==> src/rtl/mtiu_pkg.sv <==
// Package for the millisecond timer interrupt unit.
// Holds the source count and the source code enumeration shared by the
// pending controller and the top level. Assumes three interrupt sources.
package mtiu_pkg;

    localparam int NUM_SRC = 3;
    localparam int SRC_W   = 2;

    typedef enum logic [SRC_W-1:0] {
        SRC_TIMER = 2'd0,
        SRC_UART  = 2'd1,
        SRC_KBD   = 2'd2
    } irq_src_e;

endpackage

==> src/rtl/ms_tick_gen.sv <==
// Millisecond tick prescaler.
// Divides the core clock by TICK_DIV and raises tick_o for one cycle in
// every TICK_DIV cycles. It runs freely from reset and cannot be started or
// stopped. Assumes TICK_DIV >= 1; with TICK_DIV == 1 the tick is always high.
module ms_tick_gen #(
    parameter int TICK_DIV = 100000
) (
    input  logic clk,
    input  logic rst_n,
    output logic tick_o
);

    localparam int CNT_W = (TICK_DIV > 1) ? $clog2(TICK_DIV) : 1;

    generate
        if (TICK_DIV > 1) begin : g_div
            localparam logic [CNT_W-1:0] LAST = CNT_W'(TICK_DIV - 1);
            logic [CNT_W-1:0] div_q;

            // Purpose: cycle counter that wraps after TICK_DIV cycles.
            always_ff @(posedge clk) begin
                if (!rst_n) begin
                    div_q <= '0;
                end else if (div_q == LAST) begin
                    div_q <= '0;
                end else begin
                    div_q <= div_q + 1'b1;
                end
            end

            assign tick_o = (div_q == LAST);

            AST_TICK_SINGLE: assert property (@(posedge clk) disable iff (!rst_n)
                tick_o |=> !tick_o) else $error("tick lasted more than one cycle");
        end else begin : g_nodiv
            assign tick_o = 1'b1;
        end
    endgenerate

endmodule

==> src/rtl/ms_period_timer.sv <==
// Period register and millisecond counter.
// Decodes writes to TIMER_PORT, holds the period, and counts ticks. It raises
// fire_o for one cycle on the tick where the count equals a nonzero period.
// A period write clears the counter and takes priority over a tick in the
// same cycle. Assumes PERIOD_W <= DATA_W.
module ms_period_timer #(
    parameter int DATA_W     = 32,
    parameter int PERIOD_W   = 32,
    parameter int PORT_W     = 8,
    parameter int TIMER_PORT = 129
) (
    input  logic              clk,
    input  logic              rst_n,
    input  logic              tick_i,
    input  logic              io_wr_i,
    input  logic [PORT_W-1:0] io_port_i,
    input  logic [DATA_W-1:0] io_data_i,
    output logic              fire_o
);

    localparam logic [PORT_W-1:0] PORT_ID = PORT_W'(TIMER_PORT);

    logic                sel;
    logic                enabled;
    logic                below;
    logic [PERIOD_W-1:0] period_q;
    logic [PERIOD_W-1:0] count_q;

    // Purpose: decode a write to the timer port.
    always_comb begin
        sel = io_wr_i && (io_port_i == PORT_ID);
    end

    // Purpose: qualify counting with a nonzero period and compare the count.
    always_comb begin
        enabled = (period_q != '0);
        below   = (count_q < period_q);
        fire_o  = tick_i && enabled && !below && !sel;
    end

    // Purpose: period register, loaded only through the timer port.
    always_ff @(posedge clk) begin
        if (!rst_n) begin
            period_q <= '0;
        end else if (sel) begin
            period_q <= io_data_i[PERIOD_W-1:0];
        end
    end

    // Purpose: millisecond counter; advances on ticks, restarts on match or write.
    always_ff @(posedge clk) begin
        if (!rst_n) begin
            count_q <= '0;
        end else if (sel) begin
            count_q <= '0;
        end else if (tick_i && enabled) begin
            if (below) begin
                count_q <= count_q + 1'b1;
            end else begin
                count_q <= '0;
            end
        end
    end

    AST_WRITE_LOADS: assert property (@(posedge clk) disable iff (!rst_n)
        sel |=> (count_q == '0) && (period_q == $past(io_data_i[PERIOD_W-1:0])))
        else $error("period write did not load and clear");
    AST_ZERO_HOLDS: assert property (@(posedge clk) disable iff (!rst_n)
        (period_q == '0) && !sel |=> $stable(count_q))
        else $error("counter moved with zero period");
    AST_COUNT_BOUNDED: assert property (@(posedge clk) disable iff (!rst_n)
        (period_q != '0) |-> (count_q <= period_q))
        else $error("counter passed the period");
    AST_FIRE_RESTARTS: assert property (@(posedge clk) disable iff (!rst_n)
        fire_o |=> (count_q == '0))
        else $error("counter not restarted after match");

endmodule

==> src/rtl/irq_pending_ctrl.sv <==
// Pending-request holder and boundary arbiter.
// Each source has a sticky pending bit, set by an event pulse. In a cycle with
// instr_end_i high, the lowest-numbered pending source is serviced: its bit
// is cleared, and in the next cycle take_o pulses with the source code and the
// handler vector VEC_BASE + VEC_STRIDE*code. A new event wins over a clear
// of the same bit in the same cycle. Assumes NUM_SRC fits in SRC_W bits.
module irq_pending_ctrl #(
    parameter int NUM_SRC    = 3,
    parameter int SRC_W      = 2,
    parameter int ADDR_W     = 32,
    parameter int VEC_BASE   = 8,
    parameter int VEC_STRIDE = 8
) (
    input  logic               clk,
    input  logic               rst_n,
    input  logic [NUM_SRC-1:0] evt_i,
    input  logic               instr_end_i,
    output logic               irq_o,
    output logic               take_o,
    output logic [SRC_W-1:0]   take_src_o,
    output logic [ADDR_W-1:0]  vec_pc_o,
    output logic [ADDR_W-1:0]  vec_fetch_o
);

    logic [NUM_SRC-1:0] pend_q;
    logic [NUM_SRC-1:0] clr;
    logic [SRC_W-1:0]   grant_idx;
    logic               grant_vld;
    logic               service;
    logic [ADDR_W-1:0]  vec_next;
    logic               take_q;
    logic [SRC_W-1:0]   src_q;
    logic [ADDR_W-1:0]  pc_q;

    // Purpose: fixed-priority pick; scanning downward leaves the lowest index.
    always_comb begin
        grant_idx = '0;
        grant_vld = 1'b0;
        for (int i = NUM_SRC - 1; i >= 0; i--) begin
            if (pend_q[i]) begin
                grant_idx = SRC_W'(i);
                grant_vld = 1'b1;
            end
        end
    end

    // Purpose: service decision, one-hot clear and vector of the granted source.
    always_comb begin
        service  = instr_end_i && grant_vld;
        clr      = '0;
        if (service) begin
            clr[grant_idx] = 1'b1;
        end
        vec_next = ADDR_W'(VEC_BASE) + ADDR_W'(VEC_STRIDE) * ADDR_W'(grant_idx);
    end

    generate
        for (genvar s = 0; s < NUM_SRC; s++) begin : g_pend
            // Purpose: sticky pending bit of source s; a new event beats the clear.
            always_ff @(posedge clk) begin
                if (!rst_n) begin
                    pend_q[s] <= 1'b0;
                end else if (evt_i[s]) begin
                    pend_q[s] <= 1'b1;
                end else if (clr[s]) begin
                    pend_q[s] <= 1'b0;
                end
            end
        end
    endgenerate

    // Purpose: register the take pulse, source code and handler vector.
    always_ff @(posedge clk) begin
        if (!rst_n) begin
            take_q <= 1'b0;
            src_q  <= '0;
            pc_q   <= '0;
        end else begin
            take_q <= service;
            if (service) begin
                src_q <= grant_idx;
                pc_q  <= vec_next;
            end
        end
    end

    assign irq_o       = |pend_q;
    assign take_o      = take_q;
    assign take_src_o  = src_q;
    assign vec_pc_o    = pc_q;
    assign vec_fetch_o = pc_q >> 1;

    AST_TAKE_AT_BOUNDARY: assert property (@(posedge clk) disable iff (!rst_n)
        take_o |-> $past(instr_end_i))
        else $error("take without instruction end");
    AST_PEND_HELD: assert property (@(posedge clk) disable iff (!rst_n)
        irq_o && !instr_end_i |=> irq_o)
        else $error("pending request dropped without service");
    AST_TIMER_CLEARED: assert property (@(posedge clk) disable iff (!rst_n)
        take_o && (take_src_o == '0) && !$past(evt_i[0]) |-> !pend_q[0])
        else $error("timer pending bit not cleared");
    AST_TIMER_FIRST: assert property (@(posedge clk) disable iff (!rst_n)
        take_o && (take_src_o != '0) |-> !$past(pend_q[0]))
        else $error("lower source taken over timer");
    AST_SRC_RANGE: assert property (@(posedge clk) disable iff (!rst_n)
        take_o |-> (int'(take_src_o) < NUM_SRC))
        else $error("source code out of range");
    AST_EVENT_KEPT: assert property (@(posedge clk) disable iff (!rst_n)
        evt_i[1] |=> pend_q[1])
        else $error("serial event lost");

endmodule

==> src/rtl/irq_timer_unit.sv <==
// Millisecond timer interrupt unit, top level.
// Joins the tick prescaler, the period timer and the pending controller.
// The timer is source 0, the serial-byte event source 1 and the keyboard
// event source 2. Assumes event inputs are synchronous one-cycle pulses and
// instr_end_i is high for exactly the last cycle of each instruction.
module irq_timer_unit
    import mtiu_pkg::*;
#(
    parameter int TICK_DIV   = 100000,
    parameter int DATA_W     = 32,
    parameter int PORT_W     = 8,
    parameter int TIMER_PORT = 129,
    parameter int ADDR_W     = 32,
    parameter int VEC_BASE   = 8,
    parameter int VEC_STRIDE = 8
) (
    input  logic              clk,
    input  logic              rst_n,
    input  logic              io_wr_i,
    input  logic [PORT_W-1:0] io_port_i,
    input  logic [DATA_W-1:0] io_data_i,
    input  logic              instr_end_i,
    input  logic              uart_evt_i,
    input  logic              kbd_evt_i,
    output logic              irq_o,
    output logic              take_o,
    output logic [1:0]        take_src_o,
    output logic [ADDR_W-1:0] vec_pc_o,
    output logic [ADDR_W-1:0] vec_fetch_o
);

    logic               tick;
    logic               timer_fire;
    logic [NUM_SRC-1:0] evt;

    ms_tick_gen #(
        .TICK_DIV (TICK_DIV)
    ) u_tick (
        .clk    (clk),
        .rst_n  (rst_n),
        .tick_o (tick)
    );

    ms_period_timer #(
        .DATA_W     (DATA_W),
        .PERIOD_W   (DATA_W),
        .PORT_W     (PORT_W),
        .TIMER_PORT (TIMER_PORT)
    ) u_timer (
        .clk       (clk),
        .rst_n     (rst_n),
        .tick_i    (tick),
        .io_wr_i   (io_wr_i),
        .io_port_i (io_port_i),
        .io_data_i (io_data_i),
        .fire_o    (timer_fire)
    );

    // Purpose: gather event pulses in source-code order.
    always_comb begin
        evt            = '0;
        evt[SRC_TIMER] = timer_fire;
        evt[SRC_UART]  = uart_evt_i;
        evt[SRC_KBD]   = kbd_evt_i;
    end

    irq_pending_ctrl #(
        .NUM_SRC    (NUM_SRC),
        .SRC_W      (SRC_W),
        .ADDR_W     (ADDR_W),
        .VEC_BASE   (VEC_BASE),
        .VEC_STRIDE (VEC_STRIDE)
    ) u_pend (
        .clk         (clk),
        .rst_n       (rst_n),
        .evt_i       (evt),
        .instr_end_i (instr_end_i),
        .irq_o       (irq_o),
        .take_o      (take_o),
        .take_src_o  (take_src_o),
        .vec_pc_o    (vec_pc_o),
        .vec_fetch_o (vec_fetch_o)
    );

endmodule

==> config.mk <==
export PLATFORM = sky130hd
export DESIGN_NAME = irq_timer_unit
export DESIGN_NICKNAME = d
export VERILOG_FILES = /design/src/rtl/mtiu_pkg.sv /design/src/rtl/ms_tick_gen.sv /design/src/rtl/ms_period_timer.sv /design/src/rtl/irq_pending_ctrl.sv /design/src/rtl/irq_timer_unit.sv
export SDC_FILE = /design/constraint.sdc
export NUM_CORES = 1
export LEC_CHECK = 0
export ABC_AREA = 1
export BUFFER_PORTS_ARGS = -buffer_cell sky130_fd_sc_hd__buf_4
export CAP_MARGIN = 20
export CELL_PAD_IN_SITES_DETAIL_PLACEMENT = 1
export CELL_PAD_IN_SITES_GLOBAL_PLACEMENT = 2
export CORE_MARGIN = 4
export CORE_UTILIZATION = 33
export CTS_CLUSTER_DIAMETER = 80
export DETAILED_ROUTE_END_ITERATION = 10
export GPL_TIMING_DRIVEN = 0
export HOLD_SLACK_MARGIN = 0.15
export PLACE_DENSITY_LB_ADDON = 0.1
export SYNTH_ARGS = -nofsm -noshare
export SYNTH_HDL_FRONTEND = slang
export SYNTH_SLANG_ARGS = --single-unit
==> constraint.sdc <==
create_clock -name clk -period 4.8 [get_ports clk]
set_clock_uncertainty 0.05 [all_clocks]
set_input_delay 0.96 -clock clk [delete_from_list [all_inputs] [get_ports clk]]
set_output_delay 0.96 -clock clk [all_outputs]
set_load 0.05 [all_outputs]
==> results by group <==
Flow run
  – Max Cap Viol: 0

Synth
  – Yosys top cell area share: 33.75%
  – Cell Area, Synth: 5339 sq um
  – Ranking of synthesized cells by area: dfxtp_1, nand2_1, buf_4
  – Synth cell types: 34
  – Seq/Total Area, Yosys: 33.75%
  – Post-synth top area cell: dfxtp_1
  – Syn Inst Count: 759
  – Post-synth EDFFs: 0
  – Yosys warns: 0
  – Dominant synthesized flop cell: dfxtp_1
  – Async set-reset flop share out of synthesis: 0%
  – Synth Area per Inst: 7.034 sq um
  – Synthesized flop and latch total: 90

GRT
  – Gr usage total: 16.81%
  – Total grt overflow: 0
  – First-pass GRT wire length: 24590 um
  – Initial antenna violation count: 0
  – Vias in the first global route: 5095
  – Largest net degree at the start of global routing: 17

Floorplan
  – Top Ports: 114
  – Die Span Y: 135.2 um
  – Initial core utilization: 33.61%
  – Cell Rows: 46
  – Core Area: 15890 sq um
  – Die Area: 18280 sq um
  – Die Span X: 135.2 um

Power and ir drop
  – Worst vdd ir: 266.0 uV
  – PD cells: 271.9 nW/um^2
  – Leak Pwr: 3.048 nW

Setup path
  – Crit path launch type: primary input
  – Crit end category: flip-flop
  – Critical path class: primary input to flip-flop
  – Data required time of the worst path: 4.97 ns
  – Critical path arrival: 2.66 ns
  – Worst-path fanout max: 10

Hold path
  – Worst hold path class: flip-flop to flip-flop

Clock tree
  – Postcts setup bufs: 0
  – Clk root buf: clkbuf_16
  – Htree depth: 3
  – Clock transition at path regs: 0.07 ns
  – CTS Buffer Depth: 2
  – TritonCTS Buffers: 9
  – Clock latency on the worst-skew pair: 0.35 ns
  – Post-CTS sizing: 0
  – CTS tree: built
  – Clock sink total: 90
  – CTS Hold Bufs: 0

Detailed routing
  – DRT iter0 DRCs: 134
  – Final ANT Viol Nets: 0
  – Vias per cell: 4.484
  – DR WL/cell: 13.44 um
  – DR pass1 iterations: 4
  – DRC viols: 0
  – WL final: 14840 um
  – Via count: 4950

Layout
  – Most common cell after layout, fill and taps aside: nand2_1
  – Area grow syn2layout: 22.97%
  – Fin area: 6565 sq um
  – Layout cells sized above 1: 18.94%
  – Fin nets: 961
  – Most frequent cells in the layout: nand2_1, buf_4, inv_1

Placement
  – Placement Cell Area: 6236 sq um
  – IO Port Bufs: 55
  – GP Congestion: 0.7947
  – DPL Wire Length: 12080 um

STA
  – Tcrit/Tclk final: 51.73%
  – Crit path time final: 2.483 ns
  – Peak Freq: 0.4028 GHz
  – RSZ-0062 raised after global routing: false
  – Final hold violation count: 0
  – Headroom to the max-slew limit: 58.82%
  – Final setup violation count: 0
  – TNS Setup: 0 ns
  – Fin. max-slew vios: 0
  – Measured slew at the worst slew-check pin: 0.6120 ns

Status
  – Outcome: finished clean
per-layer routing:
metal | share of wire [%] | global-route usage, %
met3 | 4.4 | 3.306
met2 | 47 | 28.21
met5 | 0 | 0
met1 | 47 | 22.05
met4 | 1.2 | 4.703
cell usage after synthesis, types with 3 or more instances:
cell type,instances
a21oi_1,58
buf_2,4
buf_4,61
clkbuf_1,11
dfxtp_1,90
ha_1,33
inv_1,101
inv_2,3
nand2_1,136
nand2_2,5
nand2_4,3
nand3_1,30
nand3_2,3
nand4_1,15
nor2_1,92
nor2_2,12
nor2_4,4
nor3_1,12
nor3b_1,5
nor4_1,7
o21ai_0,41
o21bai_1,4
xnor2_1,3
xor2_1,14
critical path, cell delays in order:
cell and delay [ns]:
buf_4 0.11, nor4_1 0.29, nand3_1 0.26, clkbuf_1 0.28, clkbuf_1 0.29, o21ai_0 0.39
a21oi_1 0.07
cell families (layout without fill, tap and decap cells):
| family | count (synthesis) | count (layout) | share of synthesized area (%) |
|---|---|---|---|
| AND/OR/NAND/NOR | 329 | 329 | 27.91 |
| buffers and inverters | 181 | 252 | 17.20 |
| AO/OA/AOI/OAI | 108 | 108 | 10.55 |
| flip-flops | 90 | 90 | 33.75 |
| adder cells (fa/ha/maj) | 33 | 33 | 7.734 |
| XOR/XNOR | 17 | 17 | 2.789 |
| other | 1 | 59 | 0.07024 |
through the flow:
step                      util [%]  setup WS, ns  power [mW]  cells  hold slack [ns]
after global routing         41.31         2.191       1.859   1103           0.4283
final                        41.33         2.317       1.785   1104           0.3951
after CTS                    41.31         2.320       1.818   1103           0.4043
after global placement       39.26         2.017       1.014   1087           0.3767
after floorplan                  -         2.758      0.9633    816           0.3676
after detailed placement     39.26         1.960       1.017   1087           0.3939
power breakdown:
group          internal (mW)  switching, mW  leakage, nW  total [mW]
combinational         0.0764          0.168         2.16       0.244
sequential             0.754        0.00442        0.727       0.758
clock                  0.462          0.321        0.158       0.783
final cells by class:
type	instances	area, sq um
Antenna cell	1	2.502
Buffer	76	519.2
Clock buffer	9	225.2
Clock inverter	7	101.3
Fill cell	2054	9320
Inverter	105	399.1
Multi-Input combinational cell	545	2833
Sequential cell	90	1802
Tap cell	216	270.3
Timing Repair Buffer	55	412.9
state kept, by name (all words and copies together) (netlist names):
register and count:
u_timer.period_q 32, u_pend.take_src_o 2, u_tick.g_div.div_q 17, u_pend.vec_pc_o 3
u_timer.count_q 32, u_pend.pend_q 3, u_pend.take_o 1
path summary, 6_finish.rpt:
check | from | end | slack (ns) | depth (start not counted)
max | io_port_i[1] | u_timer.period_q[0] | 2.32 | 7
min reg2reg | u_tick.g_div.div_q[0] | u_tick.g_div.div_q[0] | 0.40 | 1
min | u_tick.g_div.div_q[0] | u_tick.g_div.div_q[0] | 0.40 | 1
max reg2reg | u_timer.period_q[31] | u_timer.count_q[1] | 2.58 | 12
No activity file was read; power rests on OpenSTA's default activity.
